### config.mk
export PLATFORM = sky130hd
export DESIGN_NAME = cs_vsweep
export DESIGN_NICKNAME = d
export VERILOG_FILES = /design/src/rtl/cs_vsweep_pkg.sv /design/src/rtl/cs_line_timer.sv /design/src/rtl/cs_seg_decode.sv /design/src/rtl/cs_burst_gen.sv /design/src/rtl/cs_vsweep.sv
export SDC_FILE = /design/constraint.sdc
export NUM_CORES = 1
export LEC_CHECK = 0
export BUFFER_PORTS_ARGS = -buffer_cell sky130_fd_sc_hd__buf_4
export CAP_MARGIN = 20
export CORE_MARGIN = 1.5
export CORE_UTILIZATION = 35
export DETAILED_ROUTE_END_ITERATION = 16
export PLACE_DENSITY = 0.47
export SKIP_CTS_REPAIR_TIMING = 1
export SYNTH_ARGS = -nofsm -noshare
export SYNTH_HDL_FRONTEND = slang
export SYNTH_HIERARCHICAL = 1
export SYNTH_SLANG_ARGS = --single-unit
### constraint.sdc
create_clock -name clk_i -period 11.31 [get_ports clk_i]
set_clock_uncertainty 0.2 [all_clocks]
set_input_delay 1.131 -clock clk_i [delete_from_list [all_inputs] [get_ports clk_i]]
set_output_delay 1.131 -clock clk_i [all_outputs]
set_load 0.02 [all_outputs]
### src/rtl/cs_vsweep_pkg.sv
package cs_vsweep_pkg;

  typedef enum logic [1:0] {
    MODE_FULL  = 2'd0,
    MODE_WIN_A = 2'd1,
    MODE_WIN_B = 2'd2,
    MODE_RSVD  = 2'd3
  } scan_mode_e;

  typedef enum logic [2:0] {
    SEG_SWEEP = 3'd0,
    SEG_READ  = 3'd1,
    SEG_SHIFT = 3'd2,
    SEG_OUT   = 3'd3,
    SEG_BLANK = 3'd4
  } seg_e;

  // {v1, v2, v3}
  localparam logic [2:0] PH_REST = 3'b011;
  localparam logic [2:0] PH_ONE  = 3'b100;
  localparam logic [2:0] PH_TWO  = 3'b010;

  function automatic int max4(input int a, input int b, input int c, input int d);
    int m;
    m = a;
    if (b > m) m = b;
    if (c > m) m = c;
    if (d > m) m = d;
    return m;
  endfunction

endpackage

### src/rtl/cs_line_timer.sv
module cs_line_timer #(
  parameter int LINE_CLKS = 780,
  parameter int CLK_W     = 10,
  parameter int LINE_W    = 10
) (
  input  logic              clk_i,
  input  logic              rst_ni,
  input  logic              restart_i,
  input  logic [LINE_W-1:0] last_line_i,
  output logic              run_o,
  output logic [CLK_W-1:0]  clk_cnt_o,
  output logic [LINE_W-1:0] line_o
);

  localparam logic [CLK_W-1:0] CLK_LAST = CLK_W'(LINE_CLKS - 1);

  logic              run_q;
  logic [CLK_W-1:0]  clk_q;
  logic [LINE_W-1:0] line_q;

  always_ff @(posedge clk_i or negedge rst_ni) begin
    if (!rst_ni) begin
      run_q  <= 1'b0;
      clk_q  <= '0;
      line_q <= '0;
    end else if (restart_i) begin
      run_q  <= 1'b1;
      clk_q  <= '0;
      line_q <= '0;
    end else if (run_q) begin
      if (clk_q == CLK_LAST) begin
        clk_q  <= '0;
        line_q <= (line_q >= last_line_i) ? '0 : line_q + LINE_W'(1);
      end else begin
        clk_q <= clk_q + CLK_W'(1);
      end
    end
  end

  assign run_o     = run_q;
  assign clk_cnt_o = clk_q;
  assign line_o    = line_q;

endmodule

### src/rtl/cs_seg_decode.sv
module cs_seg_decode import cs_vsweep_pkg::*; #(
  parameter int LINE_CLKS   = 780,
  parameter int FULL_LINES  = 525,
  parameter int FULL_KEEP   = 494,
  parameter int A_LINES     = 262,
  parameter int A_KEEP      = 222,
  parameter int A_SW_LINES  = 16,
  parameter int A_SW_XFERS  = 167,
  parameter int A_FS_LINES  = 14,
  parameter int A_FS_XFERS  = 142,
  parameter int B_LINES     = 131,
  parameter int B_KEEP      = 76,
  parameter int B_SW_LINES  = 24,
  parameter int B_SW_XFERS  = 255,
  parameter int B_FS_LINES  = 20,
  parameter int B_FS_XFERS  = 215,
  parameter int LINE_W      = 10,
  parameter int XFER_W      = 9,
  parameter int PER_W       = 15
) (
  input  scan_mode_e        mode_i,
  input  logic [LINE_W-1:0] line_i,
  output seg_e              seg_o,
  output logic [LINE_W-1:0] last_line_o,
  output logic [XFER_W-1:0] n_xfer_o,
  output logic [PER_W-1:0]  period_o
);

  // segment ends are exclusive line indices; the readout line sits at sweep end
  localparam int A_FS_END  = A_SW_LINES + 1 + A_FS_LINES;
  localparam int A_OUT_END = A_FS_END + A_KEEP;
  localparam int B_FS_END  = B_SW_LINES + 1 + B_FS_LINES;
  localparam int B_OUT_END = B_FS_END + B_KEEP;
  localparam int F_OUT_END = 1 + FULL_KEEP;

  localparam int A_SW_PER = (A_SW_LINES * LINE_CLKS) / A_SW_XFERS;
  localparam int A_FS_PER = (A_FS_LINES * LINE_CLKS) / A_FS_XFERS;
  localparam int B_SW_PER = (B_SW_LINES * LINE_CLKS) / B_SW_XFERS;
  localparam int B_FS_PER = (B_FS_LINES * LINE_CLKS) / B_FS_XFERS;

  logic [LINE_W-1:0] sw_end, fs_end, out_end;
  logic [XFER_W-1:0] sw_n, fs_n;
  logic [PER_W-1:0]  sw_p, fs_p;

  always_comb begin
    case (mode_i)
      MODE_WIN_A: begin
        sw_end      = LINE_W'(A_SW_LINES);
        fs_end      = LINE_W'(A_FS_END);
        out_end     = LINE_W'(A_OUT_END);
        last_line_o = LINE_W'(A_LINES - 1);
        sw_n        = XFER_W'(A_SW_XFERS);
        fs_n        = XFER_W'(A_FS_XFERS);
        sw_p        = PER_W'(A_SW_PER);
        fs_p        = PER_W'(A_FS_PER);
      end
      MODE_WIN_B: begin
        sw_end      = LINE_W'(B_SW_LINES);
        fs_end      = LINE_W'(B_FS_END);
        out_end     = LINE_W'(B_OUT_END);
        last_line_o = LINE_W'(B_LINES - 1);
        sw_n        = XFER_W'(B_SW_XFERS);
        fs_n        = XFER_W'(B_FS_XFERS);
        sw_p        = PER_W'(B_SW_PER);
        fs_p        = PER_W'(B_FS_PER);
      end
      default: begin
        sw_end      = '0;
        fs_end      = LINE_W'(1);
        out_end     = LINE_W'(F_OUT_END);
        last_line_o = LINE_W'(FULL_LINES - 1);
        sw_n        = '0;
        fs_n        = '0;
        sw_p        = PER_W'(1);
        fs_p        = PER_W'(1);
      end
    endcase
  end

  always_comb begin
    if (line_i < sw_end)        seg_o = SEG_SWEEP;
    else if (line_i == sw_end)  seg_o = SEG_READ;
    else if (line_i < fs_end)   seg_o = SEG_SHIFT;
    else if (line_i < out_end)  seg_o = SEG_OUT;
    else                        seg_o = SEG_BLANK;
  end

  assign n_xfer_o = (seg_o == SEG_SWEEP) ? sw_n : fs_n;
  assign period_o = (seg_o == SEG_SWEEP) ? sw_p : fs_p;

endmodule

### src/rtl/cs_burst_gen.sv
module cs_burst_gen import cs_vsweep_pkg::*; #(
  parameter int XFER_W = 9,
  parameter int PER_W  = 15
) (
  input  logic              clk_i,
  input  logic              rst_ni,
  input  logic              clear_i,
  input  logic [XFER_W-1:0] n_xfer_i,
  input  logic [PER_W-1:0]  period_i,
  output logic [2:0]        ph_o
);

  logic [XFER_W-1:0] xfer_q;
  logic [PER_W-1:0]  per_q;
  logic [PER_W-1:0]  half;
  logic              busy;

  assign half = period_i >> 1;
  assign busy = (xfer_q < n_xfer_i);

  always_ff @(posedge clk_i or negedge rst_ni) begin
    if (!rst_ni) begin
      xfer_q <= '0;
      per_q  <= '0;
    end else if (clear_i) begin
      xfer_q <= '0;
      per_q  <= '0;
    end else if (busy) begin
      if (per_q == period_i - PER_W'(1)) begin
        per_q  <= '0;
        xfer_q <= xfer_q + XFER_W'(1);
      end else begin
        per_q <= per_q + PER_W'(1);
      end
    end
  end

  // leftover clocks after the last transfer stay at rest
  assign ph_o = !busy ? PH_REST : ((per_q < half) ? PH_ONE : PH_TWO);

endmodule

### src/rtl/cs_vsweep.sv
module cs_vsweep import cs_vsweep_pkg::*; #(
  parameter int LINE_CLKS  = 780,
  parameter int READ_CLKS  = 60,
  parameter int XFER_CLKS  = 36,
  parameter int FULL_LINES = 525,
  parameter int FULL_KEEP  = 494,
  parameter int A_LINES    = 262,
  parameter int A_KEEP     = 222,
  parameter int A_SW_LINES = 16,
  parameter int A_SW_XFERS = 167,
  parameter int A_FS_LINES = 14,
  parameter int A_FS_XFERS = 142,
  parameter int B_LINES    = 131,
  parameter int B_KEEP     = 76,
  parameter int B_SW_LINES = 24,
  parameter int B_SW_XFERS = 255,
  parameter int B_FS_LINES = 20,
  parameter int B_FS_XFERS = 215,
  localparam int LINE_W    = $clog2(max4(FULL_LINES, A_LINES, B_LINES, 1) + 1)
) (
  input  logic              clk_i,
  input  logic              rst_ni,
  input  logic              vd_i,
  input  logic [1:0]        mode_i,
  output logic              v1_o,
  output logic              v2_o,
  output logic              v3_o,
  output logic              readout_o,
  output logic              burst_o,
  output logic              pix_valid_o,
  output logic [LINE_W-1:0] line_o,
  output logic [1:0]        mode_o
);

  localparam int CLK_W     = $clog2(LINE_CLKS);
  localparam int MAX_XFERS = max4(A_SW_XFERS, A_FS_XFERS, B_SW_XFERS, B_FS_XFERS);
  localparam int MAX_BLINE = max4(A_SW_LINES, A_FS_LINES, B_SW_LINES, B_FS_LINES);
  localparam int XFER_W    = $clog2(MAX_XFERS + 1);
  localparam int PER_W     = $clog2(LINE_CLKS * MAX_BLINE + 1);

  scan_mode_e        mode_q;
  logic              run;
  logic [CLK_W-1:0]  clk_cnt;
  logic [LINE_W-1:0] line;
  logic [LINE_W-1:0] last_line;
  seg_e              seg;
  logic [XFER_W-1:0] n_xfer;
  logic [PER_W-1:0]  period;
  logic [2:0]        burst_ph, slow_ph, ph;
  logic              burst_act;
  logic              burst_d, pv_d, rd_d;

  always_ff @(posedge clk_i or negedge rst_ni) begin
    if (!rst_ni)
      mode_q <= MODE_FULL;
    else if (vd_i)
      mode_q <= (mode_i == MODE_RSVD) ? MODE_FULL : scan_mode_e'(mode_i);
  end

  cs_line_timer #(
    .LINE_CLKS (LINE_CLKS),
    .CLK_W     (CLK_W),
    .LINE_W    (LINE_W)
  ) u_timer (
    .clk_i       (clk_i),
    .rst_ni      (rst_ni),
    .restart_i   (vd_i),
    .last_line_i (last_line),
    .run_o       (run),
    .clk_cnt_o   (clk_cnt),
    .line_o      (line)
  );

  cs_seg_decode #(
    .LINE_CLKS  (LINE_CLKS),
    .FULL_LINES (FULL_LINES),
    .FULL_KEEP  (FULL_KEEP),
    .A_LINES    (A_LINES),
    .A_KEEP     (A_KEEP),
    .A_SW_LINES (A_SW_LINES),
    .A_SW_XFERS (A_SW_XFERS),
    .A_FS_LINES (A_FS_LINES),
    .A_FS_XFERS (A_FS_XFERS),
    .B_LINES    (B_LINES),
    .B_KEEP     (B_KEEP),
    .B_SW_LINES (B_SW_LINES),
    .B_SW_XFERS (B_SW_XFERS),
    .B_FS_LINES (B_FS_LINES),
    .B_FS_XFERS (B_FS_XFERS),
    .LINE_W     (LINE_W),
    .XFER_W     (XFER_W),
    .PER_W      (PER_W)
  ) u_decode (
    .mode_i      (mode_q),
    .line_i      (line),
    .seg_o       (seg),
    .last_line_o (last_line),
    .n_xfer_o    (n_xfer),
    .period_o    (period)
  );

  assign burst_act = run && ((seg == SEG_SWEEP) || (seg == SEG_SHIFT));

  cs_burst_gen #(
    .XFER_W (XFER_W),
    .PER_W  (PER_W)
  ) u_burst (
    .clk_i    (clk_i),
    .rst_ni   (rst_ni),
    .clear_i  (vd_i || !burst_act),
    .n_xfer_i (n_xfer),
    .period_i (period),
    .ph_o     (burst_ph)
  );

  // one slow transfer at the head of each kept line
  always_comb begin
    if (clk_cnt < CLK_W'(XFER_CLKS))          slow_ph = PH_ONE;
    else if (clk_cnt < CLK_W'(2 * XFER_CLKS)) slow_ph = PH_TWO;
    else                                      slow_ph = PH_REST;
  end

  always_comb begin
    ph      = PH_REST;
    burst_d = 1'b0;
    pv_d    = 1'b0;
    rd_d    = 1'b0;
    if (run) begin
      case (seg)
        SEG_SWEEP, SEG_SHIFT: begin
          burst_d = 1'b1;
          ph      = burst_ph;
        end
        SEG_READ: rd_d = (clk_cnt < CLK_W'(READ_CLKS));
        SEG_OUT: begin
          pv_d = 1'b1;
          ph   = slow_ph;
        end
        default: ;
      endcase
    end
  end

  assign v1_o        = ph[2];
  assign v2_o        = ph[1];
  assign v3_o        = ph[0];
  assign burst_o     = burst_d;
  assign pix_valid_o = pv_d;
  assign readout_o   = rd_d;
  assign line_o      = line;
  assign mode_o      = mode_q;

endmodule

**Yosys cells after proc, flatten, opt, wreduce, memory -nomap -nowiden**

Index checks and enable logic that the tools add are counted.

- Register bits: 46
- Bits in latches: 0
- Memory bits (writable): 0
- ROM bits: 0
- Input port bits: 5
- Output and inout port bits: 18
- Logic and storage cells: 81
- Memories kept: 0

- Add/subtract/negate cells: 5
- Multipliers: 0
- Div/mod/pow operators: 0
- Order comparisons: 9
- Eq/ne operators: 9
- Shift-type cells: 0
- Muxes and demuxes: 40
- Bitwise gates (word level): 0
- Reductions and logical operators: 12

Operators by type and width:

| operator | count |
|---|---|
| two-way mux 10 bit | 7 |
| two-way mux 15 bit | 3 |
| two-way mux 8 bit | 4 |
| one-hot mux 8 bit (2 select lines) | 2 |
| one-hot mux 7 bit (2 select lines) | 2 |
| two-way mux 3 bit | 8 |
| adder 10 x 1 -> 10 bit, second input constant | 2 |
| < comparator 10 x 6 -> 1 bit, second input constant | 2 |
| one-hot mux 10 bit (2 select lines) | 1 |
| one-hot mux 9 bit (2 select lines) | 1 |
| adder 15 x 1 -> 15 bit, second input constant | 1 |
| == test 15 bit | 1 |
| < comparator 15 x 6 -> 1 bit | 1 |
| one-hot mux 6 bit (2 select lines) | 1 |
| == test 10 bit, second input constant | 1 |
| == test 10 x 5 -> 1 bit | 1 |
| greater-or-equal comparator 10 bit | 1 |
| < comparator 10 x 5 -> 1 bit | 1 |
| < comparator 10 x 6 -> 1 bit | 1 |
| < comparator 10 x 7 -> 1 bit, second input constant | 1 |
| < comparator 10 x 9 -> 1 bit | 1 |
| one-hot mux 5 bit (2 select lines) | 1 |
| adder 8 x 1 -> 8 bit, second input constant | 1 |
| < comparator 8 bit | 1 |
| 16 further kinds | 29 |

**Logic depth before layout (Yosys ltp)**

Gate-level depths: netlist of run 1.

- Depth after elaboration: 14
- Depth in mapped cells: 20
- Gate-level depth less buffers: 19

**Hierarchy**

The synthesis of run 1 kept the hierarchy.

Modules (own cells, without submodules):

| module | times used | cells each | area an instance (um^2) | seq. area each (um^2) |
|---|---|---|---|---|
| cs_burst_gen | 1 | 269 | 2260.9 | 575.6 |
| cs_line_timer | 1 | 162 | 1413.9 | 525.5 |
| cs_seg_decode | 1 | 82 | 618.1 | 0.0 |
| cs_vsweep | 1 | 29 | 247.7 | 50.0 |

**Least setup slack after synthesis of run 1**

Ideal clock, no wire load.

- Kind: reg-to-output
- From: register mode_q[0] (netlist: mode_o[0])
- To: output port v2_o
- Arrival: 4.175 ns
- Data required time: 9.979 ns
- Setup slack: 5.804 ns
- Stages on the path, launching flop included: 20
- Path buffers: 1
- Cells stage by stage: dfrtp_1 > inv_1 > ha_1 > ha_1 > inv_1 > maj3_1 > nor3_4 > nor2_1 > a21o_1 > inv_1 > ha_1 > nand4_1 > o21ai_0 > a21oi_1 > clkbuf_1 > inv_1 > nor3_1 > o21ai_0 > and2b_1 > or4_1

- Word-level cells in the longest chain between the ends: 14
- Elaborated cells between the ends (all ways): 29
- Those cells by class: order compare (5); eq/ne (5); mux (17); reduce/logical (2)

RTL lines:

| item | line | RTL |
|---|---|---|
| from (decl) | cs_vsweep.sv:41 | `scan_mode_e mode_q;` |
| from (signal assigned) | cs_vsweep.sv:57 | `mode_q <= (mode_i == MODE_RSVD) ? MODE_FULL : scan_mode_e'(mode_i);` |
| == test 2 bit / == test 2 x 1 -> 1 bit (equally long branches) | cs_seg_decode.sv:46 | `case (mode_i)` |
| one-hot mux 9 bit (2 select lines) | cs_seg_decode.sv:46 |  |
| < comparator 10 x 9 -> 1 bit | cs_seg_decode.sv:84 | `else if (line_i < out_end) seg_o = SEG_OUT;` |
| two-way mux 3 bit | cs_seg_decode.sv:84 |  |
| two-way mux 3 bit | cs_seg_decode.sv:83 | `else if (line_i < fs_end) seg_o = SEG_SHIFT;` |
| two-way mux 3 bit | cs_seg_decode.sv:82 | `else if (line_i == sw_end) seg_o = SEG_READ;` |
| two-way mux 3 bit | cs_seg_decode.sv:81 | `if (line_i < sw_end) seg_o = SEG_SWEEP;` |
| zero test 3 bit | cs_seg_decode.sv:89 | `assign period_o = (seg_o == SEG_SWEEP) ? sw_p : fs_p;` |
| two-way mux 7 bit * | cs_seg_decode.sv:89 |  |
| net period[2] | cs_vsweep.sv:48 | `logic [PER_W-1:0] period;` |
| < comparator 15 x 6 -> 1 bit * | cs_burst_gen.sv:39 | `assign ph_o = !busy ? PH_REST : ((per_q < half) ? PH_ONE : PH_TWO);` |
| two-way mux 3 bit * (2 in a row) | cs_burst_gen.sv:39 |  |
| net burst_ph[1] | cs_vsweep.sv:49 | `logic [2:0] burst_ph, slow_ph, ph;` |
| one-hot mux 3 bit (2 select lines) * | cs_vsweep.sv:129 | `case (seg)` |
| two-way mux 3 bit * | cs_vsweep.sv:128 | `if (run) begin` |
| to (decl) | cs_vsweep.sv:26 | `output logic v2_o,` |

Mark *: on every way through the listed nets, which the timed path passes. The rest lies on a longest branch.

**Worst setup path in the final report of run 1**

Same ends and word-level chain as after synthesis.

==> flow_summary.ini, run 1 <==
[outcome]
status = completed

[place]
place_ws_ps = 5789
dp_hpwl_mm = 7.935
place_inst = 712
io_buffers = 22
placed_area_um2 = 4722
gp_congestion = 0.8041

[worst_setup_path]
cp_data_arrival_time_ps = 4500
cp-start-kind = flip-flop
slowest_delay_ps = 470
crit_fanout = 16
crit_buf_inv = 6
required_ps = 9980
crit_path_frequent_cell = inv_1
endpoint_kind = primary output
crit_slowest_cell = or4_1
crit_chain = inv_1 > ha_1 > ha_1 > inv_1 > maj3_1 > nor3_4 > nor2_1 > a21o_1 > inv_1 > ha_1 > nand4_1 > o21ai_0 > a21oi_1 > buf_4 > inv_1 > nor3_1 > o21ai_0 > and2b_1 > or4_1 > buf_4
worstSetupPathType = reg -> out
critical-path-top-delay-family = simple AND/OR/NAND/NOR gates

[layout]
stdcell_area_um2 = 4875
layout-drive-gt1-share_pct = 10.58
multiInputGateArea_um2 = 2999
final-seq-area_um2 = 1151
syn_to_final_growth_pct = 7.357
fillerInstances = 1349
layout.nets = 599
fin_cells = 720
diodes = 0

[pwr]
power.share.switching_pct = 40.57
power.density_nw_per_um2 = 124.9
intPower_w = 0.0003618
p_leak_nw = 2.112
netSwitchingPower_w = 0.0002469
combPwrFrac_pct = 41.5
vdd.ir_drop.worst_v = 0.00008412
seq_power_share_pct = 32.5
power_w = 0.0006087
pwr-share-clk_pct = 26.0

[floorplan]
rows = 41
start_util_pct = 35.98
io_pins = 23
die_y_um = 116.9
die_area_um2 = 13670
die_w_um = 116.9
core_um2 = 12620

[clock_network]
path_clk_slew_ps = 70
clk_path_buf_depth = 2
htreeDepth = 2
clock_latency_ps = 310
numClockSinks = 46
ctsRootBufferMaster = clkbuf_16
cts_buffers = 5
cts_tree = built

[logic_synthesis]
synth_area_per_cell_um2 = 8.378
yosysWarningCount = 6
synth.most_common_cell = inv_1
synth_edf_count = 0
async_reset_ff_share_pct = 100.0
yosysSeqAreaShare_pct = 25.35
ys.flop_type = dfrtp_1
synth_top_area_share_pct = 25.35
synthCells = 542
synth_area_leaders = dfrtp_1 (25%), ha_1 (13%), xor2_1 (4.6%)
synth_top_cell_by_area = dfrtp_1
synth-seq-cells = 46
ys_top_cells_by_count = inv_1 (48), ha_1 (47), dfrtp_1 (46)
synth.distinct_cells = 73
syn_area_um2 = 4541

[sta]
slew_violations = 0
min_period_ps = 5826
maxSlewHeadroom_pct = 27.27
period_share_pct = 51.51
rsz0062_at_grt = false
final.setup.worst_slack_ps = 5484
max_freq_mhz = 171.6
final_hold_viol_count = 0
setup_violations = 0
tightest_slew_ps = 1084
setup_tns_ps = 0

[global_route]
grt_pass1_wl_mm = 18.16
grt_pass1_vias = 3621
antenna_found_initial = 0
grt_util_all_layers_pct = 16.88
globalRoute.totalOverflow = 0
grt_max_degree = 47

[drt]
via_per_inst = 5.263
wirelength_mm = 10.54
dr_total_vias = 3789
drc = 0
drt_iter0_drc = 239
drtPass1Iterations = 4
post_drt_wl_per_cell_um = 14.64
ant_nets = 0

[run]
cap_violations = 0

[worst_hold_path]
hp-class = reg -> reg
sequential cells by signal, summed over array words and instances, names as in the netlist:
| name | cells |
|---|---|
| u_timer/run_o | 1 |
| u_timer/line_o | 10 |
| mode_o | 2 |
| u_burst/per_q | 15 |
| u_timer/clk_cnt_o | 10 |
| u_burst/xfer_q | 8 |
area by class of cell:
cell class	count	area share, %
well taps	172	4.415
multi-input cells	422	61.52
flip-flops and latches	46	23.61
clock inverters	3	0.5647
clock buffers	5	2.567
inverters	49	3.773
repair buffers	23	3.542
path summary, 6_finish.rpt:
kind | startpoint | end | slack [ps] | depth (start not counted)
worst max register to register | mode_o[0] | u_burst/per_q[4] | 5890 | 16
worst min-delay path | u_timer/clk_cnt_o[1] | u_timer/clk_cnt_o[1] | 380 | 2
min in group asynchronous | rst_ni | u_timer/clk_cnt_o[0] | 640 | 1
worst min register to register | u_timer/clk_cnt_o[1] | u_timer/clk_cnt_o[1] | 380 | 2
max in group asynchronous | rst_ni | u_burst/xfer_q[1] | 9860 | 1
worst max-delay path | mode_o[0] | v2_o | 5480 | 20
kinds of logic after synthesis:
family | Yosys count | synth area share, %
flops | 46 | 25.35
other cells | 1 | 0.08259
buf+inv | 86 | 9.589
mux | 6 | 1.460
fa+ha+maj | 49 | 13.39
xor+xnor | 35 | 6.751
compound gates | 115 | 17.66
simple gates | 204 | 25.71
power by group through the flow:
stage / combinational [W] / clock (W) / sequential [W]
after global placement: 0.000251 / 0 / 0.000201
after global routing: 0.000285 / 0.000171 / 0.000200
final: 0.000253 / 0.000158 / 0.000198
after detailed placement: 0.000253 / 0 / 0.000202
after CTS: 0.000255 / 0.000166 / 0.000198
after floorplan: 0.000185 / 0 / 0.000200
stage by stage:
step / hold slack (ps) / util (%)
floorplan: 317.3 / -
global placement: 351.6 / 37.42
detailed placement: 372.4 / 37.42
CTS: 387.1 / 38.63
global route: 438.6 / 38.63
finish: 378.8 / 38.63
tightest hold or removal path, stage by stage (launching register included):
cell and delay [ps]:
dfrtp_1 410, nand2_1 60, o21ai_0 70
routing by layer:
| layer | vias to the layer above | wire [um] | track usage, % |
|---|---|---|---|
| met2 | 36 | 4729 | 26.24 |
| met1 | 1812 | 5343 | 23.97 |
| met5 | - | 0 | 0 |
| met3 | 13 | 306 | 2.987 |
| met4 | 0 | 161 | 4.980 |
| li1 | 1928 | - | - |
cells in the final DEF (no fill, tap or decap), types with 4 or more instances in the layout:
cell type | synthesis | final
o21ai_1 | 5 | 5
a21o_1 | 9 | 9
conb_1 | 1 | 13
nor4_1 | 7 | 7
o21a_1 | 7 | 7
clkbuf_16 | 0 | 5
nand3b_1 | 6 | 6
nor2_1 | 44 | 44
dfrtp_1 | 46 | 46
nor4b_1 | 4 | 4
nand4_1 | 17 | 17
and3_1 | 13 | 13
or2_2 | 4 | 4
a211oi_1 | 5 | 5
nand2_1 | 35 | 35
o2111ai_1 | 5 | 5
xor2_1 | 24 | 24
inv_1 | 48 | 48
nor3b_1 | 8 | 8
or4_1 | 6 | 6
nor2b_1 | 5 | 5
nand2b_1 | 5 | 5
xnor2_1 | 11 | 11
o21ai_0 | 29 | 29
buf_4 | 22 | 23
o211ai_1 | 8 | 8
nor3_1 | 12 | 12
a21oi_1 | 19 | 19
or3_1 | 8 | 8
ha_1 | 47 | 47
nand3_1 | 8 | 8
No activity file was read; power rests on OpenSTA's default activity.
==> run 2, diff against run 1 <==
==> constraint.sdc (replaced) <==
create_clock -name clk_i -period 5.8 [get_ports clk_i]
set_clock_uncertainty 0.2 [all_clocks]
set_input_delay 0.58 -clock clk_i [delete_from_list [all_inputs] [get_ports clk_i]]
set_output_delay 0.58 -clock clk_i [all_outputs]
set_load 0.02 [all_outputs]
==> run 2 against run 1 <==
  * Power increased by 110%
  * Register-to-register slack got worse by 5300 ps
  * Via count increased by 1.1%
  * Clock power increased by 120%
  * Non-clock buffer count increased by 5
  * Critical path type unchanged
  * Largest power group unchanged
  * Highest routed layer unchanged
==> flow_summary.ini, run 2 (synthesized netlist as in run 1, its figures left out) <==
[layout]
fin_cells = 725
fillerInstances = 1327
syn_to_final_growth_pct = 8.625
diodes = 0
layout_commonest_cell = inv_1
regMostFlops = u_burst/per_q
layout.nets = 604
largest_reg_flops = 15
layout-drive-gt1-share_pct = 11.39
stdcell_area_um2 = 4932
final_util_pct = 39.08
layout_common_cells = inv_1 (48), ha_1 (47), dfrtp_1 (46), nor2_1 (44), nand2_1 (35)

[worst_setup_path]
critPathLaunch = mode_o[0]
r2r_slack_ps = 580
required_ps = 5020
cp_data_arrival_time_ps = 4520
cp-start-kind = flip-flop
endpoint_kind = primary output
r2r_start = mode_o[0]
crit_fanout = 7
worstSetupPathType = reg -> out

[clock_network]
cts_buffers = 5
clk_path_buf_depth = 2
htreeDepth = 2
path_clk_slew_ps = 70
ctsRootBufferMaster = clkbuf_16
cts_tree = built
numClockSinks = 46
clock_latency_ps = 300

[place]
gp_congestion = 0.7609
placed_area_um2 = 4752
io_buffers = 22
place_inst = 716
dp_hpwl_mm = 8.160

[global_route]
grt_max_degree = 47
antenna_found_initial = 0
grt_util_all_layers_pct = 17.56
grt_pass1_vias = 3647
grt_pass1_wl_mm = 18.82
globalRoute.totalOverflow = 0

[sta]
min_period_ps = 5300
setup_tns_ps = 0
tightest_slew_ps = 644.2
hold_ws_ps = 93.84
final_hold_viol_count = 0
period_share_pct = 91.37
slew_violations = 0
maxSlewHeadroom_pct = 57.05
max_freq_mhz = 188.7
rsz0062_at_grt = false
setup_violations = 0

[pwr]
intPower_w = 0.0007569
power.share.switching_pct = 39.50
netSwitchingPower_w = 0.0004941
seq_power_share_pct = 30.4
p_leak_nw = 2.148
combPwrFrac_pct = 41.6
vdd.ir_drop.worst_v = 0.0002366
power.density_nw_per_um2 = 253.6
pwr-share-clk_pct = 28.0

[floorplan]
core_um2 = 12620
rows = 41
die_area_um2 = 13670
start_util_pct = 35.98
io_pins = 23
die_y_um = 116.9
die_w_um = 116.9

[drt]
via_per_inst = 5.283
drc = 0
ant_nets = 0
wirelength_mm = 11.12
post_drt_wl_per_cell_um = 15.33
dr_total_vias = 3830
drt_iter0_drc = 167
drtPass1Iterations = 4

[worst_hold_path]
hp-class = in -> async

[outcome]
status = completed

[run]
cap_violations = 0
run 2: cell count changes in the layout (fill, tap and decap cells not counted):
cell,change
buf_4,+5
bufinv_16,+1
clkinvlp_4,-1
inv_6,+1
inv_8,-1
run 2: critical path, cell delays in order (launching register included):
cell and delay, ps:
dfrtp_1 420, inv_1 90, ha_1 310, ha_1 250, inv_1 50, maj3_1 420, nor4_1 500, or2b_1 280
a21o_1 170, a21o_1 170, a21o_1 170, a21o_1 170, a211oi_1 280, o21ai_0 130, and2b_1 160, or4_1 480
buf_4 180
run 2: worst paths after layout:
| path | to | cells after the start |
|---|---|---|
| worst max-delay path | v2_o | 16 |
| worst min-delay path | u_timer/clk_cnt_o[0] | 1 |
| worst max register to register | u_burst/xfer_q[5] | 16 |
| worst min register to register | u_timer/clk_cnt_o[1] | 2 |
| max in group asynchronous | u_burst/xfer_q[5] | 1 |
| min in group clk_i | mode_o[1] | 3 |
run 2: final cells by class:
class | count | area, um2 | area share, %
multi-input cells | 422 | 2999 | 60.81
clock buffers | 5 | 125.1 | 2.537
well taps | 172 | 215.2 | 4.363
clock inverters | 3 | 47.55 | 0.9640
inverters | 49 | 183.9 | 3.729
repair buffers | 28 | 210.2 | 4.262
flip-flops and latches | 46 | 1151 | 23.34
run 2: routing by layer:
layer / track usage (%) / wire length, um / up-vias
met1: 24.70 / 5684 / 1818
met3: 2.935 / 363 / 11
met4: 4.257 / 125 / 0
li1: - / - / 1939
met5: 0 / 0 / -
met2: 28.19 / 4942 / 62
run 2: per-stage QoR:
stage	total power, W	worst slack (ps)
CTS	0.001266	484.5
global route	0.001341	216.6
global placement	0.0008992	921.9
detailed placement	0.0009032	649.1
finish	0.001251	500.5
floorplan	0.0007519	845.1
run 2: power groups by stage:
stage	clock network, W	logic [W]	registers (W)
after global routing	0.000375	0.000580	0.000386
after CTS	0.000366	0.000519	0.000381
after detailed placement	0	0.000516	0.000387
final	0.000351	0.000520	0.000380
after global placement	0	0.000511	0.000388
after floorplan	0	0.000361	0.000391
